<file path="src/rtl/flash_cmd_pkg.sv">
`timescale 1ns/1ps
package flash_cmd_pkg;

    typedef enum logic [7:0] {
        OP_READ     = 8'h03,
        OP_PROG     = 8'h02,
        OP_SEQ_PROG = 8'hAF,
        OP_SECTOR   = 8'h20,
        OP_BLOCK    = 8'h52,
        OP_CHIP     = 8'h60,
        OP_STAT_RD  = 8'h05,
        OP_WR_ON    = 8'h06,
        OP_WR_OFF   = 8'h04,
        OP_STAT_ARM = 8'h50,
        OP_STAT_WR  = 8'h01,
        OP_ID_A     = 8'h90,
        OP_ID_B     = 8'hAB
    } opcode_e;

    typedef enum logic [1:0] {
        MEM_PROG   = 2'd0,
        MEM_SECTOR = 2'd1,
        MEM_BLOCK  = 2'd2,
        MEM_CHIP   = 2'd3
    } mem_op_e;

    typedef struct packed {
        logic       done;
        logic [2:0] idx;
        logic [7:0] data;
    } rx_byte_t;

    localparam logic [7:0] MFR_ID = 8'hBF;

    // top2 = two most significant address bits
    function automatic logic region_locked(input logic [1:0] lvl, input logic [1:0] top2);
        case (lvl)
            2'd0:    return 1'b0;
            2'd1:    return top2 == 2'b11;
            2'd2:    return top2[1];
            default: return 1'b1;
        endcase
    endfunction

endpackage

</file>
<file path="src/rtl/flash_spi_rx.sv">
`timescale 1ns/1ps
module flash_spi_rx
    import flash_cmd_pkg::*;
(
    input  logic       clk,
    input  logic       rst,
    input  logic       spi_clk,
    input  logic       spi_sel_n,
    input  logic       spi_mosi,
    output logic       sck_fall,
    output logic       sel_rise,
    output rx_byte_t   rx,
    output logic [2:0] bit_cnt,
    output logic [2:0] byte_cnt
);
    logic       sck_q, sel_q, sck_rise;
    logic [6:0] sh;

    assign sck_rise = spi_clk & ~sck_q & ~spi_sel_n;
    assign sck_fall = ~spi_clk & sck_q & ~spi_sel_n;
    assign sel_rise = spi_sel_n & ~sel_q;

    always_ff @(posedge clk) begin
        rx.done <= 1'b0;
        if (rst) begin
            sck_q    <= 1'b0;
            sel_q    <= 1'b1;
            sh       <= '0;
            bit_cnt  <= '0;
            byte_cnt <= '0;
            rx       <= '0;
        end else begin
            sck_q <= spi_clk;
            sel_q <= spi_sel_n;
            if (spi_sel_n) begin
                bit_cnt  <= '0;
                byte_cnt <= '0;
            end else if (sck_rise) begin
                sh      <= {sh[5:0], spi_mosi};
                bit_cnt <= bit_cnt + 3'd1;
                if (bit_cnt == 3'd7) begin
                    rx.done <= 1'b1;
                    rx.data <= {sh, spi_mosi};
                    rx.idx  <= byte_cnt;
                    if (byte_cnt != 3'd7) byte_cnt <= byte_cnt + 3'd1;
                end
            end
        end
    end
endmodule

</file>
<file path="src/rtl/flash_spi_tx.sv">
`timescale 1ns/1ps
module flash_spi_tx (
    input  logic       clk,
    input  logic       rst,
    input  logic       sck_fall,
    input  logic       en,
    input  logic [7:0] src,
    output logic       load,
    output logic       miso,
    output logic       oe
);
    logic [2:0] cnt;
    logic [7:0] sh;

    assign load = en & sck_fall & (cnt == 3'd0);
    assign miso = sh[7];

    always_ff @(posedge clk) begin
        if (rst || !en) begin
            cnt <= '0;
            sh  <= '0;
            oe  <= 1'b0;
        end else if (sck_fall) begin
            cnt <= cnt + 3'd1;
            if (cnt == 3'd0) begin
                sh <= src;
                oe <= 1'b1;
            end else begin
                sh <= {sh[6:0], 1'b0};
            end
        end
    end
endmodule

</file>
<file path="src/rtl/flash_cmd_engine.sv">
`timescale 1ns/1ps
module flash_cmd_engine
    import flash_cmd_pkg::*;
#(
    parameter int         AW          = 19,
    parameter int         SECTOR_BITS = 12,
    parameter int         BLOCK_BITS  = 15,
    parameter logic [7:0] DEV_ID      = 8'h44
) (
    input  logic          clk,
    input  logic          rst,
    input  logic          spi_clk,
    input  logic          spi_sel_n,
    input  logic          spi_mosi,
    output logic          spi_miso,
    output logic          spi_miso_oe,
    input  logic          wr_latch,
    input  logic [1:0]    prot_lvl,
    input  logic [7:0]    stat_byte,
    output logic          ev_wr_on,
    output logic          ev_wr_off,
    output logic          ev_stat_arm,
    output logic          ev_stat_wr,
    output logic [7:0]    stat_wr_data,
    output logic          seq_mode,
    output logic          seq_end,
    output logic          mem_req,
    output logic [1:0]    mem_op,
    output logic [AW-1:0] mem_addr,
    output logic [7:0]    mem_wdata,
    input  logic          mem_done,
    output logic [AW-1:0] rd_addr,
    input  logic [7:0]    rd_data
);
    localparam logic [AW-1:0] TOP_ADDR = {AW{1'b1}};
    localparam logic [AW-1:0] SEC_MASK = TOP_ADDR << SECTOR_BITS;
    localparam logic [AW-1:0] BLK_MASK = TOP_ADDR << BLOCK_BITS;

    function automatic logic locked(input logic [1:0] lvl, input logic [AW-1:0] a);
        return region_locked(lvl, a[AW-1 -: 2]);
    endfunction

    logic          sck_fall, sel_rise, tx_load, exec, fire;
    logic [2:0]    bit_cnt, byte_cnt;
    rx_byte_t      rx;
    opcode_e       op_q;
    logic          skip_q, out_q, seq_q, inflight, id_alt;
    logic [AW-1:0] addr_q, ptr_q, seq_ptr, f_addr;
    logic [7:0]    data_q, tx_src;
    mem_op_e       f_op, mem_op_q;

    flash_spi_rx u_rx (
        .clk, .rst, .spi_clk, .spi_sel_n, .spi_mosi,
        .sck_fall, .sel_rise, .rx, .bit_cnt, .byte_cnt
    );

    flash_spi_tx u_tx (
        .clk, .rst, .sck_fall,
        .en   (out_q & ~spi_sel_n),
        .src  (tx_src),
        .load (tx_load),
        .miso (spi_miso),
        .oe   (spi_miso_oe)
    );

    always_comb begin
        case (op_q)
            OP_READ:    tx_src = rd_data;
            OP_STAT_RD: tx_src = stat_byte;
            default:    tx_src = id_alt ? DEV_ID : MFR_ID;
        endcase
    end

    // Commands act only on a select rise on a byte boundary
    assign exec = sel_rise && (bit_cnt == 3'd0) && !skip_q;

    always_comb begin
        fire   = 1'b0;
        f_op   = MEM_PROG;
        f_addr = addr_q;
        if (exec) begin
            case (op_q)
                OP_PROG:
                    fire = (byte_cnt == 3'd5) && wr_latch && !locked(prot_lvl, addr_q);
                OP_SEQ_PROG: begin
                    if (seq_q && byte_cnt == 3'd2) f_addr = seq_ptr;
                    fire = wr_latch && !locked(prot_lvl, f_addr) &&
                           ((seq_q && byte_cnt == 3'd2) || byte_cnt == 3'd5);
                end
                OP_SECTOR: begin
                    f_op   = MEM_SECTOR;
                    f_addr = addr_q & SEC_MASK;
                    fire   = (byte_cnt == 3'd4) && wr_latch && !locked(prot_lvl, f_addr);
                end
                OP_BLOCK: begin
                    f_op   = MEM_BLOCK;
                    f_addr = addr_q & BLK_MASK;
                    fire   = (byte_cnt == 3'd4) && wr_latch && !locked(prot_lvl, f_addr);
                end
                OP_CHIP: begin
                    f_op   = MEM_CHIP;
                    f_addr = '0;
                    fire   = (byte_cnt == 3'd1) && wr_latch && (prot_lvl == 2'd0);
                end
                default: fire = 1'b0;
            endcase
        end
    end

    always_ff @(posedge clk) begin
        mem_req     <= 1'b0;
        ev_wr_on    <= 1'b0;
        ev_wr_off   <= 1'b0;
        ev_stat_arm <= 1'b0;
        ev_stat_wr  <= 1'b0;
        seq_end     <= 1'b0;
        if (rst) begin
            op_q         <= OP_READ;
            skip_q       <= 1'b0;
            out_q        <= 1'b0;
            seq_q        <= 1'b0;
            inflight     <= 1'b0;
            id_alt       <= 1'b0;
            addr_q       <= '0;
            ptr_q        <= '0;
            seq_ptr      <= '0;
            data_q       <= '0;
            stat_wr_data <= '0;
            mem_op_q     <= MEM_PROG;
            mem_addr     <= '0;
            mem_wdata    <= '0;
        end else begin
            if (mem_done) inflight <= 1'b0;
            if (spi_sel_n) out_q <= 1'b0;
            if (rx.done) begin
                data_q <= rx.data;
                if (rx.idx == 3'd0) begin
                    op_q   <= opcode_e'(rx.data);
                    skip_q <= inflight && (rx.data != OP_STAT_RD);
                    out_q  <= (rx.data == OP_STAT_RD);
                end else if (rx.idx <= 3'd3) begin
                    addr_q <= {addr_q[AW-9:0], rx.data};
                    if (rx.idx == 3'd3 && !skip_q &&
                        (op_q == OP_READ || op_q == OP_ID_A || op_q == OP_ID_B)) begin
                        out_q  <= 1'b1;
                        ptr_q  <= {addr_q[AW-9:0], rx.data};
                        id_alt <= rx.data[0];
                    end
                end
            end
            if (tx_load) begin
                ptr_q  <= ptr_q + 1'b1;
                id_alt <= ~id_alt;
            end
            if (exec) begin
                case (op_q)
                    OP_WR_ON:    ev_wr_on    <= (byte_cnt == 3'd1);
                    OP_STAT_ARM: ev_stat_arm <= (byte_cnt == 3'd1);
                    OP_WR_OFF: if (byte_cnt == 3'd1) begin
                        ev_wr_off <= 1'b1;
                        seq_q     <= 1'b0;
                    end
                    OP_STAT_WR: if (byte_cnt == 3'd2) begin
                        ev_stat_wr   <= 1'b1;
                        stat_wr_data <= data_q;
                    end
                    default: ;
                endcase
            end
            if (fire) begin
                mem_req   <= 1'b1;
                mem_op_q  <= f_op;
                mem_addr  <= f_addr;
                mem_wdata <= data_q;
                inflight  <= 1'b1;
                if (op_q == OP_SEQ_PROG) begin
                    seq_ptr <= f_addr + 1'b1;
                    if (f_addr == TOP_ADDR) begin
                        seq_q   <= 1'b0;
                        seq_end <= 1'b1;
                    end else begin
                        seq_q <= 1'b1;
                    end
                end
            end
        end
    end

    assign mem_op   = mem_op_q;
    assign seq_mode = seq_q;
    assign rd_addr  = ptr_q;
endmodule

</file>
<file path="config.mk">
export PLATFORM = sky130hd
export DESIGN_NAME = flash_cmd_engine
export DESIGN_NICKNAME = d
export VERILOG_FILES = /design/src/rtl/flash_cmd_pkg.sv /design/src/rtl/flash_spi_rx.sv /design/src/rtl/flash_spi_tx.sv /design/src/rtl/flash_cmd_engine.sv
export SDC_FILE = /design/constraint.sdc
export NUM_CORES = 1
export LEC_CHECK = 0
export BUFFER_PORTS_ARGS = -buffer_cell sky130_fd_sc_hd__buf_2
export CORE_MARGIN = 5
export CORE_UTILIZATION = 50
export CTS_BUF_LIST = sky130_fd_sc_hd__clkbuf_4
export DETAILED_ROUTE_END_ITERATION = 16
export PLACE_DENSITY = 0.78
export SLEW_MARGIN = 20
export SYNTH_ARGS = -nofsm -noshare
export SYNTH_HDL_FRONTEND = slang
export SYNTH_HIERARCHICAL = 1
export SYNTH_SLANG_ARGS = --single-unit
</file>
<file path="constraint.sdc">
create_clock -name clk -period 8.09 [get_ports clk]
set_input_delay 1.618 -clock clk [delete_from_list [all_inputs] [get_ports clk]]
set_output_delay 1.618 -clock clk [all_outputs]
set_load 0.02 [all_outputs]
</file>
==> results.cfg, run 1 <==
[timing]
report.final.slew_viol_count = 0
tightest_slew_ns = 1.02
min_period_ns = 4.12
tns_ns = 0
min_period_over_period_pct = 50.9
rsz0062_at_grt = no
fmax_mhz = 243
setup_viol = 0
holdWs_ns = 0.460
fin_ws_ns = 3.97
maxSlewHeadroom_pct = 31.4
finClkSkew_ns = 0.0215
timing.final.hold_violations = 0

[synthesis]
yosysWarnings = 6
ys.flop_type = dfxtp_1
avgSynthCellArea_sq_um = 8.11
synth_top_area_share_pct = 40.7
synth_area_leader_cell = dfxtp_1
ys_types = 93
yosysSeqAreaShare_pct = 40.7
async_flop_share_pct = 0
synth_common_cells = nand2_1 (187), dfxtp_1 (160), a21oi_1 (108)
syn_inst = 971
synth_edf_count = 0
synth.net_count = 1004
netlist_area_sq_mm = 0.00787
yosys-top-cells-area = dfxtp_1 (41%), nand2_1 (8.9%), a21oi_1 (6.9%)
ys_seq_elements = 160
synth_most_common_cell = nand2_1

[clock_network]
cts_hold_buf = 0
clk_latency_ns = 0.59
clkTransAtPathRegs_ns = 0.13
max-clock-path-buffers = 2
cts_max_level = 4
tritoncts = built
cts_buffers = 17
cts_resized = 0
cts_sinks = 160
cts_root_buffer = clkbuf_4
post_cts_buffers = 0

[placed_design]
gp_congestion = 0.923
dp_hpwl_um = 14700
place_ws_ns = 3.37
portBuffers = 89
place_area_sq_mm = 0.00836

[global_routing]
grt_first_pass_wirelength_um = 34600
grt_start_max_net_pins = 72
met1_usage_pct = 32.3
overflow = 0
antenna_found_initial = 1
met3_usage_pct = 5.50
grt-busiest-layer = met2
grt_use_total_pct = 23.3
grt_pass1_vias = 6830
use_met2_pct = 35.3

[route]
drcViolationCount = 0
vias = 7442
antenna_left = 0
first_pass_iters = 5
vias_per_cell = 5.94
wl_per_cell_um = 16.9
wirelength_um = 21200
drt_iter0_markers = 802

[setup_path]
crit_chain = buf_2 -> nor2b_1 -> or4b_4 -> nor2_8 -> a31oi_1 -> o311ai_2 -> nand4_4 -> nor4_1 -> mux2_1 -> a31o_1
regToRegStartpoint = u_rx/byte_cnt[2]$_SDFFE_PP0P_
cp-end-kind = register
cp-start-kind = primary input
worst_r2r_path_depth = 8
worstPathArrival_ns = 4.61
path_max_fanout = 16
required_ns = 8.58
cp_slowest_cell = or4b_4
cp_slowest_stage_delay_ns = 0.55
r2r_slack_ns = 4.23
reg2reg_to = seq_ptr[15]$_SDFFE_PP0P_
crit_family = simple AND/OR/NAND/NOR gates
crit_type = in -> reg
cp_num_buf_inv = 1

[layout]
final_area_sq_mm = 0.00871
layout-drive-gt1-share_pct = 16.2
nNetsFinal = 1061
area_growth_pct = 10.6
final_util_pct = 56.8

[worst_hold_path]
hold_class = reg -> reg
hold_end = mem_addr[1]$_SDFFE_PP0P_
min_path_cells = 2
min_from = mem_addr[1]$_SDFFE_PP0P_

[run_status]
outcome = finished clean

[floorplanning]
pin_count = 90
die_area_sq_mm = 0.0183
start_util_pct = 51.4
die-width_um = 135
coreArea_sq_mm = 0.0153
die_h_um = 135
row_count = 45

[job]
cap_viol_max_count = 0

[power_and_ir_drop]
ir_worst_vdd_uv = 112
powerDensity_mw_per_mm2 = 160
p_leak_uw = 0.00321
## kinds of logic after synthesis
family / after synthesis / share of synthesized area [%]
buffers and inverters: 73 / 4.36
flip-flops: 160 / 40.7
multiplexers: 26 / 3.35
AND/OR/NAND/NOR: 440 / 28.4
adder cells (fa/ha/maj): 8 / 1.27
XOR/XNOR: 12 / 1.34
AO/OA/AOI/OAI: 252 / 20.6
## sequential cells by signal, indices dropped and copies added (netlist names), 2 cells and up
signal	flops
addr_q	19
mem_addr	19
rd_addr	19
seq_ptr	19
u_rx/rx	12
data_q	8
mem_wdata	8
op_q	8
stat_wr_data	8
u_tx/sh	8
u_rx/sh	7
u_rx/bit_cnt	3
u_rx/byte_cnt	3
u_tx/cnt	3
mem_op	2
## layer usage
metal  share of wire (%)  vias up  routed length, um
li1                    -     3609                  -
met1                  44     3490               9330
met2                  46      301               9680
met3                 7.9       42               1670
met4                 2.3        0                481
met5                   0        -                  0
## worst register-to-register path: stages (launching register included)
cell and delay (ns):
dfxtp_1 0.43, nand4bb_1 0.85, nor4_2 0.82, a31oi_1 0.22, a211oi_2 0.36, nand4_4 0.22
nor4_1 0.34, mux2_1 0.35, a31o_1 0.18
## metrics by stage
| step | total power [uW] | std cells |
|---|---|---|
| after CTS | 1400 | 1251 |
| after global placement | 844 | 1220 |
| after global routing | 1440 | 1252 |
| final | 1390 | 1252 |
| after detailed placement | 844 | 1220 |
| after floorplan | 832 | 971 |
## worst max path at each step
stage,depth (start not counted),end,start,slack [ns]
after global placement,10,seq_ptr[15]$_SDFFE_PP0P_,spi_sel_n,3.45
after floorplan,10,seq_ptr[15]$_SDFFE_PP0P_,spi_sel_n,3.82
after global routing,10,seq_ptr[15]$_SDFFE_PP0P_,spi_sel_n,3.70
after CTS,10,seq_ptr[15]$_SDFFE_PP0P_,spi_sel_n,4.02
final,10,seq_ptr[15]$_SDFFE_PP0P_,spi_sel_n,3.97
after detailed placement,10,seq_ptr[15]$_SDFFE_PP0P_,spi_sel_n,3.37
## power by group
| group | total (uW) | internal [uW] | switching, uW |
|---|---|---|---|
| registers | 790 | 789 | 1.23 |
| clock network | 567 | 275 | 292 |
| logic | 37.0 | 12.0 | 25.0 |
| total | 1390 | 1080 | 319 |
## layout make-up
type / instances / area, sq um
clock inverters: 14 / 214
fillers: 1425 / 6610
multi-input cells: 738 / 4330
inverters: 14 / 52.6
clock buffers: 17 / 128
repair buffers: 97 / 508
well taps: 211 / 264
diodes: 1 / 2.50
flip-flops and latches: 160 / 3200
## placed cells by master (no fill, tap or decap), types with 4 or more instances in the layout
cell type and count:
nand4_1 11, clkbuf_4 17, a221o_1 7, nand3_1 26
o21ai_0 38, a21oi_1 108, nand2_1 187, and3_1 11
a311oi_1 7, o41ai_1 5, buf_2 88, nor4_1 13
or3_1 6, nor2b_1 4, nor3_1 22, nand2b_1 13
bufinv_16 5, inv_1 12, a31oi_1 15, o21ai_1 6
nand3b_1 5, a21o_1 5, buf_4 9, nor3_2 4
mux2i_1 23, a211oi_1 15, ha_1 8, nor2_1 90
and2_1 7, a22o_1 5, xor2_1 9, dfxtp_1 160
a22oi_1 4
Note: power is estimated with default switching activity, not from simulation.
==> run 2, diff against run 1 <==
- ABC_AREA: not set -> 1
- clock period: 8.09 -> 3.9 ns (I/O delays scaled with it)
==> run 2 against run 1 <==
- area after synthesis increased by 0.65%
- utilization is 1.3 points lower
- synthesized cell count grew 18%
- first-iteration DRC count is 7.1% lower
- clock skew fell by 0.0022 ns
- sequential cell count unchanged
==> results.cfg, run 2 <==
[run_status]
outcome = finished clean

[synthesis]
yosysWarnings = 6
ys_seq_elements = 160
synth_most_common_cell = nand2_1
netlist_area_sq_mm = 0.00792
synth_edf_count = 0
synth_common_cells = nand2_1 (211), dfxtp_1 (160), nor2_1 (143)
async_flop_share_pct = 0
synth_top_area_share_pct = 40.4
yosysSeqAreaShare_pct = 40.4
avgSynthCellArea_sq_um = 6.92
ys_types = 43
syn_inst = 1145
yosys-top-cells-area = dfxtp_1 (40%), nand2_1 (10%), nor2_1 (6.8%)
synth.net_count = 1178
ys.flop_type = dfxtp_1
synth_area_leader_cell = dfxtp_1

[layout]
area_growth_pct = 10.2
final_area_sq_mm = 0.00873
layout-drive-gt1-share_pct = 16.8
nNetsFinal = 1254
most-common-layout-cells = nand2_1 (211), dfxtp_1 (160), nor2_1 (143)
fillers = 1534
layout_commonest_cell = nand2_1

[setup_path]
cp_slowest_stage_delay_ns = 0.42
worstPathArrival_ns = 3.21
cp-end-kind = register
cp_slowest_cell = dfxtp_1
cpMostUsedCell = nand2_1
path_max_fanout = 51
crit_chain = inv_1 -> nor2_1 -> nand3_2 -> o21ai_0 -> nand3_1 -> nand3_1 -> nand2_1 -> nand2_1 -> nand2_1 -> nand2_2 -> inv_2 -> buf_4 -> o21ai_0 -> a21oi_1
cp-start-kind = register
crit_type = reg -> reg
required_ns = 4.35

[route]
vias = 7657
wirelength_um = 20800
drt_iter0_markers = 745
first_pass_iters = 6
antenna_left = 0
wl_per_cell_um = 14.3
drcViolationCount = 0
vias_per_cell = 5.28

[global_routing]
grt_first_pass_wirelength_um = 33300
grt_start_max_net_pins = 52
grt_use_total_pct = 22.5
antenna_found_initial = 1
grt_pass1_vias = 6765
overflow = 0

[worst_hold_path]
hold_class = reg -> reg

[floorplanning]
row_count = 46
die-width_um = 136
start_util_pct = 50.4
die_area_sq_mm = 0.0185
pin_count = 90
coreArea_sq_mm = 0.0157
die_h_um = 136

[timing]
tightest_slew_ns = 0.610
holdWs_ns = 0.454
rsz0062_at_grt = no
timing.final.hold_violations = 0
report.final.slew_viol_count = 0
fmax_mhz = 362
tns_ns = 0
min_period_ns = 2.76
min_period_over_period_pct = 70.8
maxSlewHeadroom_pct = 59.4
setup_viol = 0
finClkSkew_ns = 0.0193

[clock_network]
clkTransAtPathRegs_ns = 0.14
cts_root_buffer = clkbuf_4
cts_hold_buf = 0
cts_resized = 0
clk_latency_ns = 0.59
cts_buffers = 17
max-clock-path-buffers = 2
post_cts_buffers = 0
tritoncts = built
cts_max_level = 4
cts_sinks = 160

[power_and_ir_drop]
ir_worst_vdd_uv = 159
fin_total_pwr_uw = 2630
p_leak_uw = 0.00380
powerDensity_mw_per_mm2 = 301

[placed_design]
portBuffers = 89
place_area_sq_mm = 0.00848
gp_congestion = 0.934
dp_hpwl_um = 15300

[job]
cap_viol_max_count = 0
-- run 2: cell types whose count changed in the layout (fill, tap and decap cells not counted), moves of 11 or more --
cell,delta
inv_1,+123
nor4_1,-12
nand2_2,+16
nand2_1,+24
mux2i_1,-23
o21ai_0,+67
inv_2,+16
nand2b_1,-13
nor2_1,+53
nand3_1,+53
and3_1,-11
-- run 2: worst max-delay path, delay by kind of cell (launching register included) --
kind,cells,cell delay [ns]
and+or+nand+nor,8,1.03
AOI/OAI and AO/OA,3,0.71
buffers and inverters,3,0.46
DFF,1,0.42
-- run 2: cell families (layout without fill, tap and decap cells) --
logic type	count (synthesis)	count (layout)	share of synthesized area, %
AND/OR/NAND/NOR	521	521	30.1
flip-flops	160	160	40.4
buffers and inverters	196	285	10.3
XOR/XNOR	10	10	1.11
AO/OA/AOI/OAI	250	250	16.9
adder cells (fa/ha/maj)	8	8	1.26
other	0	1	0
-- run 2: power breakdown --
group | switching, uW | internal, uW
Clock | 627 | 267
Combinational | 59.9 | 29.1
Sequential | 3.62 | 1640
Total | 690 | 1940
-- run 2: per-stage QoR --
| stage | setup WS (ns) | std cells | utilization [%] |
|---|---|---|---|
| after floorplan | 1.27 | 1145 | - |
| after global placement | 0.752 | 1418 | 54.0 |
| after detailed placement | 0.671 | 1418 | 54.0 |
| after CTS | 1.21 | 1450 | 55.5 |
| after global routing | 0.879 | 1451 | 55.6 |
| final | 1.14 | 1451 | 55.6 |
-- run 2: metal layers --
metal,vias up,GRT usage [%],part of all wire (%)
met5,-,0,0
met4,0,6.77,2.2
met3,34,4.77,6.3
met2,232,36.3,46
met1,3511,30.5,46
li1,3880,-,-
-- run 2: worst paths after layout --
check / start / endpoint / slack (ns) / depth (start not counted)
max: u_rx/byte_cnt[1]$_SDFFE_PP0P_ / mem_addr[7]$_SDFFE_PP0P_ / 1.14 / 14
min: stat_wr_data[1]$_SDFFE_PP0P_ / stat_wr_data[1]$_SDFFE_PP0P_ / 0.45 / 2
max reg2reg: u_rx/byte_cnt[1]$_SDFFE_PP0P_ / mem_addr[7]$_SDFFE_PP0P_ / 1.14 / 14
min reg2reg: stat_wr_data[1]$_SDFFE_PP0P_ / stat_wr_data[1]$_SDFFE_PP0P_ / 0.45 / 2
-- run 2: layout make-up --
| class | instances | area, sq um | share of cell area (%) |
|---|---|---|---|
| Multi-Input combinational cell | 789 | 3910 | 44.8 |
| Sequential cell | 160 | 3200 | 36.7 |
| Clock buffer | 18 | 135 | 1.55 |
| Timing Repair Buffer | 100 | 528 | 6.05 |
| Antenna cell | 1 | 2.50 | 0.0287 |
| Inverter | 153 | 574 | 6.58 |
| Tap cell | 216 | 270 | 3.10 |
| Clock inverter | 14 | 108 | 1.23 |
